===== config.mk =====
export PLATFORM = sky130hd
export DESIGN_NAME = sirq_cause_unit
export DESIGN_NICKNAME = d
export VERILOG_FILES = /design/src/rtl/sirq_pkg.sv /design/src/rtl/sirq_edge_detect.sv /design/src/rtl/sirq_cause_bank.sv /design/src/rtl/sirq_mask_reg.sv /design/src/rtl/sirq_cause_unit.sv
export SDC_FILE = /design/constraint.sdc
export NUM_CORES = 1
export LEC_CHECK = 0
export BUFFER_PORTS_ARGS = -buffer_cell sky130_fd_sc_hd__buf_2
export CORE_UTILIZATION = 30
export DETAILED_ROUTE_END_ITERATION = 10
export GPL_ROUTABILITY_DRIVEN = 1
export SLEW_MARGIN = 10
export SYNTH_ARGS = -nofsm -noshare
export SYNTH_HDL_FRONTEND = slang
export SYNTH_SLANG_ARGS = --single-unit

===== constraint.sdc =====
create_clock -name clk -period 3.49 [get_ports clk]
set_input_delay 0.698 -clock clk [delete_from_list [all_inputs] [get_ports clk]]
set_output_delay 0.698 -clock clk [all_outputs]
set_load 0.02 [all_outputs]

===== src/rtl/sirq_pkg.sv =====
package sirq_pkg;

  localparam int unsigned SRC_COUNT = 13;

  // status bit positions as seen by software
  localparam int unsigned ST_XFER_FINISHED = 0;
  localparam int unsigned ST_IF_READY      = 1;
  localparam int unsigned ST_RBUF_AVAIL    = 2;
  localparam int unsigned ST_WBUF_ROOM     = 3;
  localparam int unsigned ST_RBUF_EMPTY    = 4;
  localparam int unsigned ST_RBUF_FULL     = 5;
  localparam int unsigned ST_WBUF_EMPTY    = 6;
  localparam int unsigned ST_WBUF_FULL     = 7;
  localparam int unsigned ST_RBUF_UNDER    = 8;
  localparam int unsigned ST_RBUF_OVER     = 9;
  localparam int unsigned ST_WBUF_UNDER    = 10;
  localparam int unsigned ST_WBUF_OVER     = 11;
  localparam int unsigned ST_NO_ADDR       = 12;

  typedef enum logic {
    TGT_CAUSE = 1'b0,
    TGT_MASK  = 1'b1
  } reg_target_e;

endpackage


===== src/rtl/sirq_edge_detect.sv =====
module sirq_edge_detect #(
  parameter int unsigned WIDTH = 13
) (
  input  logic             clk,
  input  logic [WIDTH-1:0] level_i,
  output logic [WIDTH-1:0] rise_o
);

  // The history register samples the live level on every edge, also while
  // reset is asserted. It therefore holds the current level when reset is
  // released, and a bit that is already high gives no edge.
  logic [WIDTH-1:0] hist_q;

  always_ff @(posedge clk) begin
    hist_q <= level_i;
  end

  for (genvar b = 0; b < WIDTH; b++) begin : g_bit
    assign rise_o[b] = level_i[b] & ~hist_q[b];
  end

endmodule


===== src/rtl/sirq_cause_bank.sv =====
module sirq_cause_bank #(
  parameter int unsigned WIDTH = 13
) (
  input  logic             clk,
  input  logic             rst_n,
  input  logic [WIDTH-1:0] set_i,
  input  logic [WIDTH-1:0] clr_i,
  output logic [WIDTH-1:0] cause_o
);

  for (genvar b = 0; b < WIDTH; b++) begin : g_flag
    logic flag_q;
    always_ff @(posedge clk or negedge rst_n) begin
      if (!rst_n) begin
        flag_q <= 1'b0;
      end else if (set_i[b]) begin
        flag_q <= 1'b1;            // a new edge beats a clear
      end else if (clr_i[b]) begin
        flag_q <= 1'b0;
      end
    end
    assign cause_o[b] = flag_q;
  end

endmodule


===== src/rtl/sirq_mask_reg.sv =====
module sirq_mask_reg #(
  parameter int unsigned WIDTH = 13
) (
  input  logic             clk,
  input  logic             rst_n,
  input  logic             load_i,
  input  logic [WIDTH-1:0] data_i,
  output logic [WIDTH-1:0] mask_o
);

  logic [WIDTH-1:0] mask_q;

  always_ff @(posedge clk or negedge rst_n) begin
    if (!rst_n) begin
      mask_q <= '0;
    end else if (load_i) begin
      mask_q <= data_i;
    end
  end

  assign mask_o = mask_q;

endmodule


===== src/rtl/sirq_cause_unit.sv =====
module sirq_cause_unit
  import sirq_pkg::*;
#(
  parameter int unsigned NUM_SRC = SRC_COUNT
) (
  input  logic               clk,
  input  logic               rst_n,
  input  logic [NUM_SRC-1:0] status_i,
  input  logic               reg_wr_i,
  input  logic               reg_sel_i,
  input  logic [NUM_SRC-1:0] reg_wdata_i,
  output logic [NUM_SRC-1:0] cause_o,
  output logic [NUM_SRC-1:0] mask_o,
  output logic [NUM_SRC-1:0] status_o,
  output logic               irq_o
);

  reg_target_e      tgt;
  logic [NUM_SRC-1:0] rise;
  logic [NUM_SRC-1:0] clr_bits;
  logic               mask_load;

  assign tgt       = reg_target_e'(reg_sel_i);
  assign clr_bits  = (reg_wr_i && tgt == TGT_CAUSE) ? reg_wdata_i : '0;
  assign mask_load = reg_wr_i && tgt == TGT_MASK;

  sirq_edge_detect #(.WIDTH(NUM_SRC)) u_edge (
    .clk     (clk),
    .level_i (status_i),
    .rise_o  (rise)
  );

  sirq_cause_bank #(.WIDTH(NUM_SRC)) u_cause (
    .clk     (clk),
    .rst_n   (rst_n),
    .set_i   (rise),
    .clr_i   (clr_bits),
    .cause_o (cause_o)
  );

  sirq_mask_reg #(.WIDTH(NUM_SRC)) u_mask (
    .clk    (clk),
    .rst_n  (rst_n),
    .load_i (mask_load),
    .data_i (reg_wdata_i),
    .mask_o (mask_o)
  );

  assign irq_o    = |(cause_o & mask_o);
  assign status_o = status_i;

endmodule


# --- After elaboration in Yosys (flattened, before gate mapping) ---
# Index checks and enable logic that the tools add are counted.
# Widths: inputs -> output; s select.
word_totals:
  reg_bits: 39
  inputBits: 30
  out_inout_bits: 40
  word_cells: 86
op_classes:
  n_mux: 27
  n_bitwise: 28
  reduce_logical: 16
op_table:
  columns: ["op", "count"]
  rows:
  - ["$mux 1", 26]
  - ["$reduce_bool 2->1", 13]
  - ["$not 1->1", 14]
  - ["$and 1x1->1", 13]
  - ["$and 13x13->13", 1]
  - ["$mux 13", 1]
  - ["$reduce_or 13->1", 1]
  - ["$logic_and 1x1->1", 2]

# --- Longest topological paths before layout ---
# Gate-level depths: netlist (run 1).
logic_depth:
  depth_word: 5
  ltp_mapped: 4

# --- Modules after synthesis ---
# A second synthesis (run 1) with hierarchy kept.
hier_totals:
  hier_cells: 142
  area_unflattened_um2: 1795.5
by_module_without_submodules:
  columns: ["mod", "n_inst", "cells_per_inst", "area_per_inst_um2"]
  rows:
  - ["sirq_cause_bank", 1, 52, 569.3]
  - ["sirq_mask_reg", 1, 27, 520.5]
  - ["sirq_edge_detect", 1, 26, 439.2]
  - ["sirq_cause_unit", 1, 37, 266.5]

# --- Worst setup path after synthesis (run 1) ---
# OpenSTA, ideal clock, no wires.
synth_path:
  path_type: "register -> output"
  startpoint: "register u_mask.mask_q[0] (netlist: u_mask.mask_o[0])"
  endpoint: "output port irq_o"
  arrival_ns: 1.093
  slack_ns: 1.699
  path_stages_with_launch: 4
  n_path_buf: 0
  path_cell_list: "dfrtp_1 > a222oi_1 > and3_1 > nand3_1"
synth_via:
  elab_chain_cells: 2
synth_lines:
  columns: ["item", "line", "rtl"]
  rows:
  - ["from (decl)", "sirq_mask_reg.sv:11", "logic [WIDTH-1:0] mask_q;"]
  - ["from (signal assigned)", "sirq_mask_reg.sv:17", "mask_q <= data_i;"]
  - ["$and 13x13->13", "sirq_cause_unit.sv:49", "assign irq_o = |(cause_o & mask_o);"]
  - ["$reduce_or 13->1", "sirq_cause_unit.sv:49", null]
  - ["to (decl)", "sirq_cause_unit.sv:15", "output logic irq_o"]
# Every way passes these cells.

# --- Worst setup path in the final report (run 1) ---
layout_path:
  startpoint: "register u_cause.g_flag[0].flag_q"
  endpoint: "output port irq_o"
layout_via:
  elab_chain_cells: 2
layout_lines:
  columns: ["item", "line", "rtl"]
  rows:
  - ["from (decl)", "sirq_cause_bank.sv:12", "logic flag_q;"]
  - ["from (signal assigned)", "sirq_cause_bank.sv:15", "flag_q <= 1'b0;"]
  - ["from (signal assigned)", "sirq_cause_bank.sv:17", "flag_q <= 1'b1;"]
  - ["from (signal assigned)", "sirq_cause_bank.sv:19", "flag_q <= 1'b0;"]
  - ["$and 13x13->13", "sirq_cause_unit.sv:49", null]
  - ["$reduce_or 13->1", "sirq_cause_unit.sv:49", null]
# Every way passes these cells.

==> metrics, run 1 <==
Worst Path Buf+Inv 1; Power Dens Cells 556 nW/um^2; Area Overhead vs Synth 20.0%; Post-DP HPWL 2280 um; io pins 70; # diodes 0; grt total ovfl 0; r2r startpoint u_mask.mask_o[10]; Iteration-0 DRC Markers 26; clock buffer depth 2; critical-path cell list a222oi_1 -> and3_1 -> nand3_1 -> buf_2; Setup violations, final 0; CTS tree built; Pleak 0.945 nW; Slew HR 59.4%; dominant synthesized flop cell dfrtp_1; CP peak stage delay 0.40 ns; outcome complete, no violations; area share of fa/ha/maj cells after synthesis 0%; GRT Overall Usage 12.6%; Crit. End Element output port; Worst EP arrival 1.46 ns; reg2reg setup slack 2.70 ns; dpl ws 1.61 ns; data required time at the worst endpoint 2.79 ns; GP Congestion 0.750; final hold viol count 0; reg2reg path depth 1; Post-Route WL 3070 um; residual DRC count 0; number of synthesized register bits 39; drt wl/cell 12.5 um; vias post-DR 1018; yosys warns 0; later-pin clock latency in the skew report 0.28 ns; RSZ-0062 raised after global routing no; Post-synth EDFFs 0; area leader, netlist dfrtp_1; Pre-Repair DR Iteration Count 4; main combinational cell family by area after synthesis buffers and inverters; count of different cell masters after synthesis 13; post-CTS setup buffers 0; Hold Buf Count CTS 0; die height 73.9 um; Synth Instances 129; Worst Hold Class in -> async; CTS-repair resized insts 0; sequential area share after synthesis 58.7%; clock sink count 39; mux contribution to synthesized area 9.43%; core area 4850 um^2; Max Cap Viol 0; Port Buffers 69; Synth Area in Simple Gates 4.67%; Syn Area/Cell 12.0 um^2; top cells by area, synth dfrtp_1 (42%), dfxtp_1 (17%), buf_4 (14%); reg2reg end u_mask.mask_o[10]; root buffer cell clkbuf_8; largest net degree at the start of global routing 27; asr flop ratio synth 66.7%; most frequent cells after synthesis buf_4 (28), dfrtp_1 (26), a22o_1 (14), nand2_1 (14); cts bufs inserted 5; Clock Skew 0.000219 ns; mapped cell area 1550 um^2; nets 207; Largest delay share family, worst path flip-flops; worst slew pin tran 0.607 ns; Die ar. 5470 um^2; area share of the largest cell type after synthesis 41.9%; TNS Setup 0 ns; Peak Freq 463 MHz; vias in the first global route 1016; Worst Path Max Fanout 3; die width 73.9 um; Post-Synth XOR/XNOR Area 0%; minimum clock period 2.16 ns; post-synthesis compound-gate area fraction 10.6%; Slew Limit Fails 0; slowest cell on the critical path dfrtp_1; Reg clk slew, reported paths 0.07 ns; row count 25; crit start category flop; first-pass GRT wire length 4840 um; syn nets 159; routed vias/inst 4.16; Final ANT Viol Nets 0; H-tree depth 2; antenna violations before repair 0; Final Cycle Share 61.8%; Worst Setup Slack, final 1.33 ns; maximum vdd drop 0.257 mV; CP Class reg -> out; most numerous cell in the Yosys netlist buf_4; share of layout cells above drive strength 1 50.6%; Starting Density 32.0%
## registers in the layout, indices dropped and copies added, names as in the netlist
register               flops
u_cause.g_flag.flag_q     13
u_edge.hist_q             13
u_mask.mask_o             13
## layer usage
metal	share of wire [%]	GRT usage, %	vias to the layer above
met1	43	14.5	474
li1	-	-	501
met5	0	0	-
met4	0.91	5.13	0
met3	6.2	6.23	4
met2	50	20.0	39
## final cells by class
cell class,count,area (um^2)
inverter,13,48.8
fill,497,2990
clock buffer,7,86.3
timing repair buffer,69,345
sequential,39,911
tap,67,83.8
clock inverter,1,5.00
multi-input combinational,49,383
## how the worst max path moves through the flow
| stage | to | slack (ns) | from | cells after the start |
|---|---|---|---|---|
| floorplan | irq_o | 1.70 | u_mask.mask_o[0] | 3 |
| global placement | irq_o | 1.60 | u_cause.g_flag[0].flag_q | 4 |
| detailed placement | irq_o | 1.61 | u_cause.g_flag[0].flag_q | 4 |
| CTS | irq_o | 1.29 | u_cause.g_flag[0].flag_q | 4 |
| global route | irq_o | 1.18 | u_cause.g_flag[0].flag_q | 4 |
| finish | irq_o | 1.33 | u_cause.g_flag[0].flag_q | 4 |
## per-stage QoR
step                      area, um^2  std cells  util (%)  power [W]  hold WS (ns)
after floorplan                 1550        129         -   0.000689         0.402
after global placement          1770        237      36.5   0.000745         0.469
after detailed placement        1770        237      36.5   0.000746         0.476
after CTS                       1860        245      38.4    0.00106         0.423
after global routing            1860        245      38.4    0.00110         0.434
final                           1860        245      38.4    0.00104         0.407
## where the power goes
part	internal [W]	switching, W	total [W]
clock network	0.000159	0.000144	0.000304
logic	0.0000848	0.000118	0.000203
registers	0.000498	0.0000324	0.000530
total	0.000742	0.000295	0.00104
## kinds of logic (layout without fill, tap and decap cells)
group / Yosys count / after routing
compound gates: 19 / 19
buf+inv: 41 / 90
flops: 39 / 39
mux: 13 / 13
simple gates: 17 / 17
## layout by cell type (no fill, tap or decap)
cell type,n
and3_1,1
clkinv_2,1
a221oi_1,1
a222oi_1,1
a22o_1,14
clkbuf_1,1
inv_1,13
dfrtp_1,26
nand2_1,14
clkbuf_8,6
mux2_2,13
and2b_2,1
nand3_1,1
buf_2,69
dfxtp_1,13
a22oi_1,3
Power figures use the tool's default switching activity.
==> run 2, diff against run 1 <==
- ABC_AREA: not set -> 1
- clock period: 3.49 -> 1.8 ns (I/O delays scaled with it)
==> run 2 against run 1 <==
  * Worst setup slack worse by 1.1 ns
  * Combinational power up 110%
  * Cell area up 8.5%
  * Critical path depth up 3
  * Clock skew about the same
  * Cell count up 21%
  * Core utilization down 1.7 points
  * Wire length up 2.5%
  * First-iteration DRC count up 65%
  * Die area up 11%
  * Largest cell class unchanged
  * Count of clock-buffer cells in the layout unchanged
  * Sequential share of layout area down 3.8 points
==> metrics, run 2 <==
post-layout instance area 2020 um^2 (was 1860 um^2); core area 5510 um^2 (was 4850 um^2); post-synthesis compound-gate area fraction 18.3% (was 10.6%); top cells by area, synth dfrtp_1 (38%), o21ai_2 (16%), dfxtp_1 (15%) (was dfrtp_1 (42%), dfxtp_1 (17%), buf_4 (14%)); Synth Area in Simple Gates 8.85% (was 4.67%); Synth Instances 177 (was 129); outcome complete, no violations (unchanged); r2r startpoint u_cause.g_flag[5].flag_q (was u_mask.mask_o[10]); Worst Path Max Fanout 3 (unchanged); worst slew pin tran 0.634 ns (was 0.607 ns); vias in the first global route 1149 (was 1016); # diodes 0 (unchanged); CTS-repair resized insts 0 (unchanged); Setup violations, final 0 (unchanged); most numerous cell in the Yosys netlist nand2_1 (was buf_4); TNS Setup 0 ns (unchanged); grt total ovfl 0 (unchanged); Worst EP arrival 1.25 ns (was 1.46 ns); clock buffer depth 2 (unchanged); row count 27 (was 25); minimum clock period 1.61 ns; GP Congestion 0.696 (was 0.750); Final ANT Viol Nets 0 (unchanged); area share of the largest cell type after synthesis 37.7% (was 41.9%); Post-DP HPWL 2370 um (was 2280 um); crit path to irq_o (unchanged); clock power share 29.4% (was 29.3%); Slew Limit Fails 0 (unchanged); mapped cell area 1720 um^2 (was 1550 um^2); Peak Freq 621 MHz; Clock Skew 0.000462 ns (was 0.000219 ns); sequential area share after synthesis 52.8% (was 58.7%); crit start category flop (unchanged); Power Dens Cells 1010 nW/um^2 (was 556 nW/um^2); Area Overhead vs Synth 17.3% (was 20.0%); routed vias/inst 3.94 (was 4.16); Starting Density 31.3% (was 32.0%); die height 77.8 um (was 73.9 um); vias post-DR 1170 (was 1018); Pre-Repair DR Iteration Count 4 (unchanged); syn nets 207 (was 159); dominant synthesized flop cell dfrtp_1 (unchanged); root buffer cell clkbuf_8 (unchanged); io pins 70 (unchanged); Crit. End Element output port (unchanged); maximum vdd drop 0.315 mV (was 0.257 mV); reg2reg setup slack 1.10 ns (was 2.70 ns); Post-Synth XOR/XNOR Area 0% (unchanged); CTS tree built (unchanged); data required time at the worst endpoint 1.44 ns (was 2.79 ns); most frequent cells after synthesis nand2_1 (34), o21ai_2 (32), inv_1 (31), buf_4 (26), dfrtp_1 (26) (was buf_4 (28), dfrtp_1 (26), a22o_1 (14), nand2_1 (14)); asr flop ratio synth 66.7% (unchanged); count of different cell masters after synthesis 12 (was 13); largest net degree at the start of global routing 27 (unchanged); mux contribution to synthesized area 0% (was 9.43%); Post-Route WL 3150 um (was 3070 um); number of synthesized register bits 39 (unchanged); P_sw 0.000627 W (was 0.000295 W); share of total power in combinational logic 21.0% (was 19.6%); antenna violations before repair 0 (unchanged); area share of fa/ha/maj cells after synthesis 0% (unchanged); Port Buffers 69 (unchanged); yosys warns 0 (unchanged); post-CTS setup buffers 0 (unchanged); nets 254 (was 207); Max Cap Viol 0 (unchanged); Internal 0.00142 W (was 0.000742 W); Die ar. 6050 um^2 (was 5470 um^2); drt wl/cell 10.6 um (was 12.5 um); area leader, netlist dfrtp_1 (unchanged); Pleak 1.07 nW (was 0.945 nW); reg2reg end u_cause.g_flag[5].flag_q (was u_mask.mask_o[10]); H-tree depth 2 (unchanged); Syn Area/Cell 9.74 um^2 (was 12.0 um^2); crit path launch u_cause.g_flag[0].flag_q (unchanged); main combinational cell family by area after synthesis buffers and inverters (unchanged); Post-DP Area 1930 um^2 (was 1770 um^2); final hold viol count 0 (unchanged); commonest non-fill, non-tap cells in the layout buf_2 (69), nand2_1 (34), o21ai_2 (32) (was buf_2 (69), dfrtp_1 (26), a22o_1 (14), nand2_1 (14)); share of layout cells above drive strength 1 48.9% (was 50.6%); Final Cycle Share 89.5%; first-pass GRT wire length 5370 um (was 4840 um); later-pin clock latency in the skew report 0.28 ns (about the same); GRT Overall Usage 11.7% (was 12.6%); Reg clk slew, reported paths 0.07 ns (about the same); CP Class reg -> out (unchanged); die width 77.8 um (was 73.9 um); Iteration-0 DRC Markers 43 (was 26); Post-synth EDFFs 0 (unchanged); clock sink count 39 (unchanged); residual DRC count 0 (unchanged); RSZ-0062 raised after global routing no (unchanged); Sw Ratio 30.6% (was 28.5%); Flop pwr share 49.6% (was 51.1%); reg2reg path depth 2 (was 1); most common cell after layout, fill and taps aside buf_2 (unchanged); Worst Hold Class in -> async (unchanged); cts bufs inserted 5 (unchanged); Slew HR 57.6% (was 59.4%); Hold Buf Count CTS 0 (unchanged)
==> run 2: changes by cell type in the layout (fill, tap and decap cells not counted) <==
cell,delta
o21ai_2,+32
nand2_1,+20
inv_1,+18
a22o_1,-14
mux2_2,-13
o21ai_0,+6
a22oi_1,-3
nand2_2,+2
nor2_1,+2
a221oi_1,-1
a222oi_1,-1
and2b_2,-1
and3_1,-1
o21ai_1,+1
==> run 2: critical path, stage by stage, from the launching register on <==
cell     delay [ns]
dfrtp_1        0.41
nand2_1        0.09
nand2_1        0.05
inv_1          0.04
nand2_1        0.05
nor2_1         0.10
nand2_1        0.06
buf_2          0.15
==> run 2: worst min path at each step <==
stage,start,endpoint,slack (ns),cells after the start
finish,rst_n,u_cause.g_flag[5].flag_q,0.08,1
global route,rst_n,u_cause.g_flag[10].flag_q,0.11,1
CTS,rst_n,u_mask.mask_o[10],0.1,1
detailed placement,u_edge.hist_q[0],u_cause.g_flag[0].flag_q,0.39,1
global placement,u_edge.hist_q[0],u_cause.g_flag[0].flag_q,0.38,1
floorplan,rst_n,u_cause.g_flag[0].flag_q,0.06,0
==> run 2: routing by layer <==
metal,vias to the layer above,GRT usage [%],wire length [um]
li1,608,-,-
met3,2,4.24,204
met5,-,0,0
met4,0,4.53,23
met1,522,13.3,1410
met2,38,19.8,1520
==> run 2: final cells by class <==
| class | instances | area (um^2) |
|---|---|---|
| multi-input cells | 78 | 468 |
| clock inverters | 1 | 5.00 |
| flip-flops and latches | 39 | 911 |
| inverters | 31 | 116 |
| well taps | 72 | 90.1 |
| fillers | 579 | 3480 |
| clock buffers | 7 | 86.3 |
| repair buffers | 69 | 345 |
==> run 2: logic make-up after synthesis <==
kind of cell | after synthesis
buffers and inverters | 60
flip-flops | 39
AND/OR/NAND/NOR | 39
AO/OA/AOI/OAI | 39
==> run 2: stage by stage <==
stage	setup WS [ns]	total power (W)	hold WS (ns)	instances	utilization (%)
finish	0.189	0.00205	0.0811	297	36.7
global route	0.0337	0.00219	0.114	297	36.7
CTS	0.159	0.00209	0.0979	297	36.7
detailed placement	0.474	0.00148	0.387	289	35.1
global placement	0.448	0.00147	0.379	289	35.1
floorplan	0.579	0.00138	0.0644	177	-
==> run 2: power by group through the flow <==
stage          logic (W)  registers (W)  clock network, W
3_5_place_dp    0.000442        0.00104                 0
5_1_grt         0.000479        0.00103          0.000674
4_1_cts         0.000442        0.00102          0.000631
3_3_place_gp    0.000437        0.00103                 0
6_report        0.000431        0.00102          0.000602
2_1_floorplan   0.000303        0.00107                 0
==> run 3, diff against run 2 <==
- CORE_ASPECT_RATIO: not set -> 1.1
==> run 3 against run 2 <==
  * Register-to-register slack barely moved
  * Global-route usage is 0.97 points lower
  * Sequential share of layout area shrank 0.28 points
  * Flip-flop and latch count stayed put
  * Cell count is 1.0% higher
  * Via count is 0.26% higher
==> metrics, run 3 (same netlist as run 2, synthesis figures left out) <==
later-pin clock latency in the skew report 0.28 ns (about the same); grt total ovfl 0 (unchanged); H-tree depth 2 (unchanged); Final Cycle Share 89.2% (was 89.5%); largest net degree at the start of global routing 27 (unchanged); die width 74.3 um (was 77.8 um); maximum vdd drop 0.365 mV (was 0.315 mV); Worst EP arrival 1.25 ns (about the same); Power Dens Cells 1020 nW/um^2 (was 1010 nW/um^2); Port Buffers 69 (unchanged); Clock Skew 0.00177 ns (was 0.000462 ns); die height 81.5 um (was 77.8 um); Iteration-0 DRC Markers 44 (was 43); Slew HR 57.5% (was 57.6%); post-CTS setup buffers 0 (unchanged); commonest non-fill, non-tap cells in the layout buf_2 (69), nand2_1 (34), o21ai_2 (32) (unchanged); CTS tree built (unchanged); GRT Overall Usage 10.7% (was 11.7%); residual DRC count 0 (unchanged); dpl ws 0.492 ns (was 0.474 ns); first-pass GRT wire length 4760 um (was 5370 um); TNS Setup 0 ns (unchanged); routed vias/inst 3.91 (was 3.94); nets 254 (unchanged); Pre-Repair DR Iteration Count 4 (unchanged); Post-DP HPWL 2260 um (was 2370 um); Reg clk slew, reported paths 0.07 ns (about the same); antenna violations before repair 0 (unchanged); Setup violations, final 0 (unchanged); Peak Freq 623 MHz (was 621 MHz); clock buffer depth 2 (unchanged); GP Congestion 0.682 (was 0.696); root buffer cell clkbuf_8 (unchanged); CTS-repair resized insts 0 (unchanged); Area Overhead vs Synth 18.0% (was 17.3%); # diodes 0 (unchanged); Pleak 1.08 nW (was 1.07 nW); Die ar. 6050 um^2 (about the same); worst slew pin tran 0.636 ns (was 0.634 ns); core area 5470 um^2 (was 5510 um^2); share of layout cells above drive strength 1 48.9% (unchanged); clock sink count 39 (unchanged); Slew Limit Fails 0 (unchanged); minimum clock period 1.61 ns (about the same); Worst Hold Class in -> async (unchanged); Hold Buf Count CTS 0 (unchanged); data required time at the worst endpoint 1.44 ns (about the same); CP Class reg -> out (unchanged); Final ANT Viol Nets 0 (unchanged); Worst Setup Slack, final 0.194 ns (was 0.189 ns); RSZ-0062 raised after global routing no (unchanged); Max Cap Viol 0 (unchanged); dpl cells 292 (was 289); Pwr Total 0.00208 W (was 0.00205 W); io pins 70 (unchanged); final hold viol count 0 (unchanged); final std cells w/o fill 300 (was 297); Post-Route WL 3010 um (was 3150 um); row count 28 (was 27); vias in the first global route 1046 (was 1149); crit start category flop (unchanged); vias post-DR 1173 (was 1170); cts bufs inserted 5 (unchanged); Worst Path Max Fanout 3 (unchanged); Crit. End Element output port (unchanged); most common cell after layout, fill and taps aside buf_2 (unchanged); outcome complete, no violations (unchanged); Starting Density 31.5% (was 31.3%); drt wl/cell 10.0 um (was 10.6 um)
run 3: cell count changes in the layout (fill, tap and decap cells not counted), sizes merged:
cell    change
clkbuf      +1
clkinv      -1
run 3: final cells by class:
| class | instances | area, um^2 |
|---|---|---|
| fillers | 602 | 3430 |
| inverters | 31 | 116 |
| well taps | 75 | 93.8 |
| multi-input cells | 78 | 468 |
| repair buffers | 69 | 345 |
| flip-flops and latches | 39 | 911 |
| clock buffers | 8 | 100 |
run 3: power breakdown:
group	internal [W]	switching, W	total [W]
Combinational	0.000157	0.000273	0.000430
Clock	0.000350	0.000282	0.000632
Sequential	0.000957	0.0000597	0.00102
run 3: final timing paths:
check	start	endpoint	slack, ns	cells past startpoint
min reg2reg	u_edge.hist_q[0]	u_cause.g_flag[0].flag_q	0.39	1
min	rst_n	u_mask.mask_o[12]	0.08	1
max	u_cause.g_flag[0].flag_q	irq_o	0.19	7
max reg2reg	u_cause.g_flag[5].flag_q	u_cause.g_flag[5].flag_q	1.11	2
max in group asynchronous	rst_n	u_cause.g_flag[4].flag_q	1.33	1
min in group clk	status_i[10]	u_edge.hist_q[10]	0.20	1
run 3: routing by layer:
layer	share of wire [%]	GRT usage (%)
met5	0	0
met4	0.63	3.96
met3	6.7	4.17
met2	47	17.0
met1	46	13.1
run 3: stage by stage:
step / hold WS [ns] / area, um^2 / utilization, %
3_3_place_gp: 0.380 / 1930 / 35.4
3_5_place_dp: 0.393 / 1930 / 35.4
4_1_cts: 0.0936 / 2030 / 37.2
6_report: 0.0825 / 2030 / 37.2
5_1_grt: 0.112 / 2030 / 37.2
2_1_floorplan: 0.0644 / 1720 / -
run 3: critical path: stages (launching register included):
cell and delay, ns:
dfrtp_1 0.41, nand2_1 0.08, nand2_1 0.06, inv_1 0.05
nand2_1 0.04, nor2_1 0.09, nand2_1 0.07, buf_2 0.16
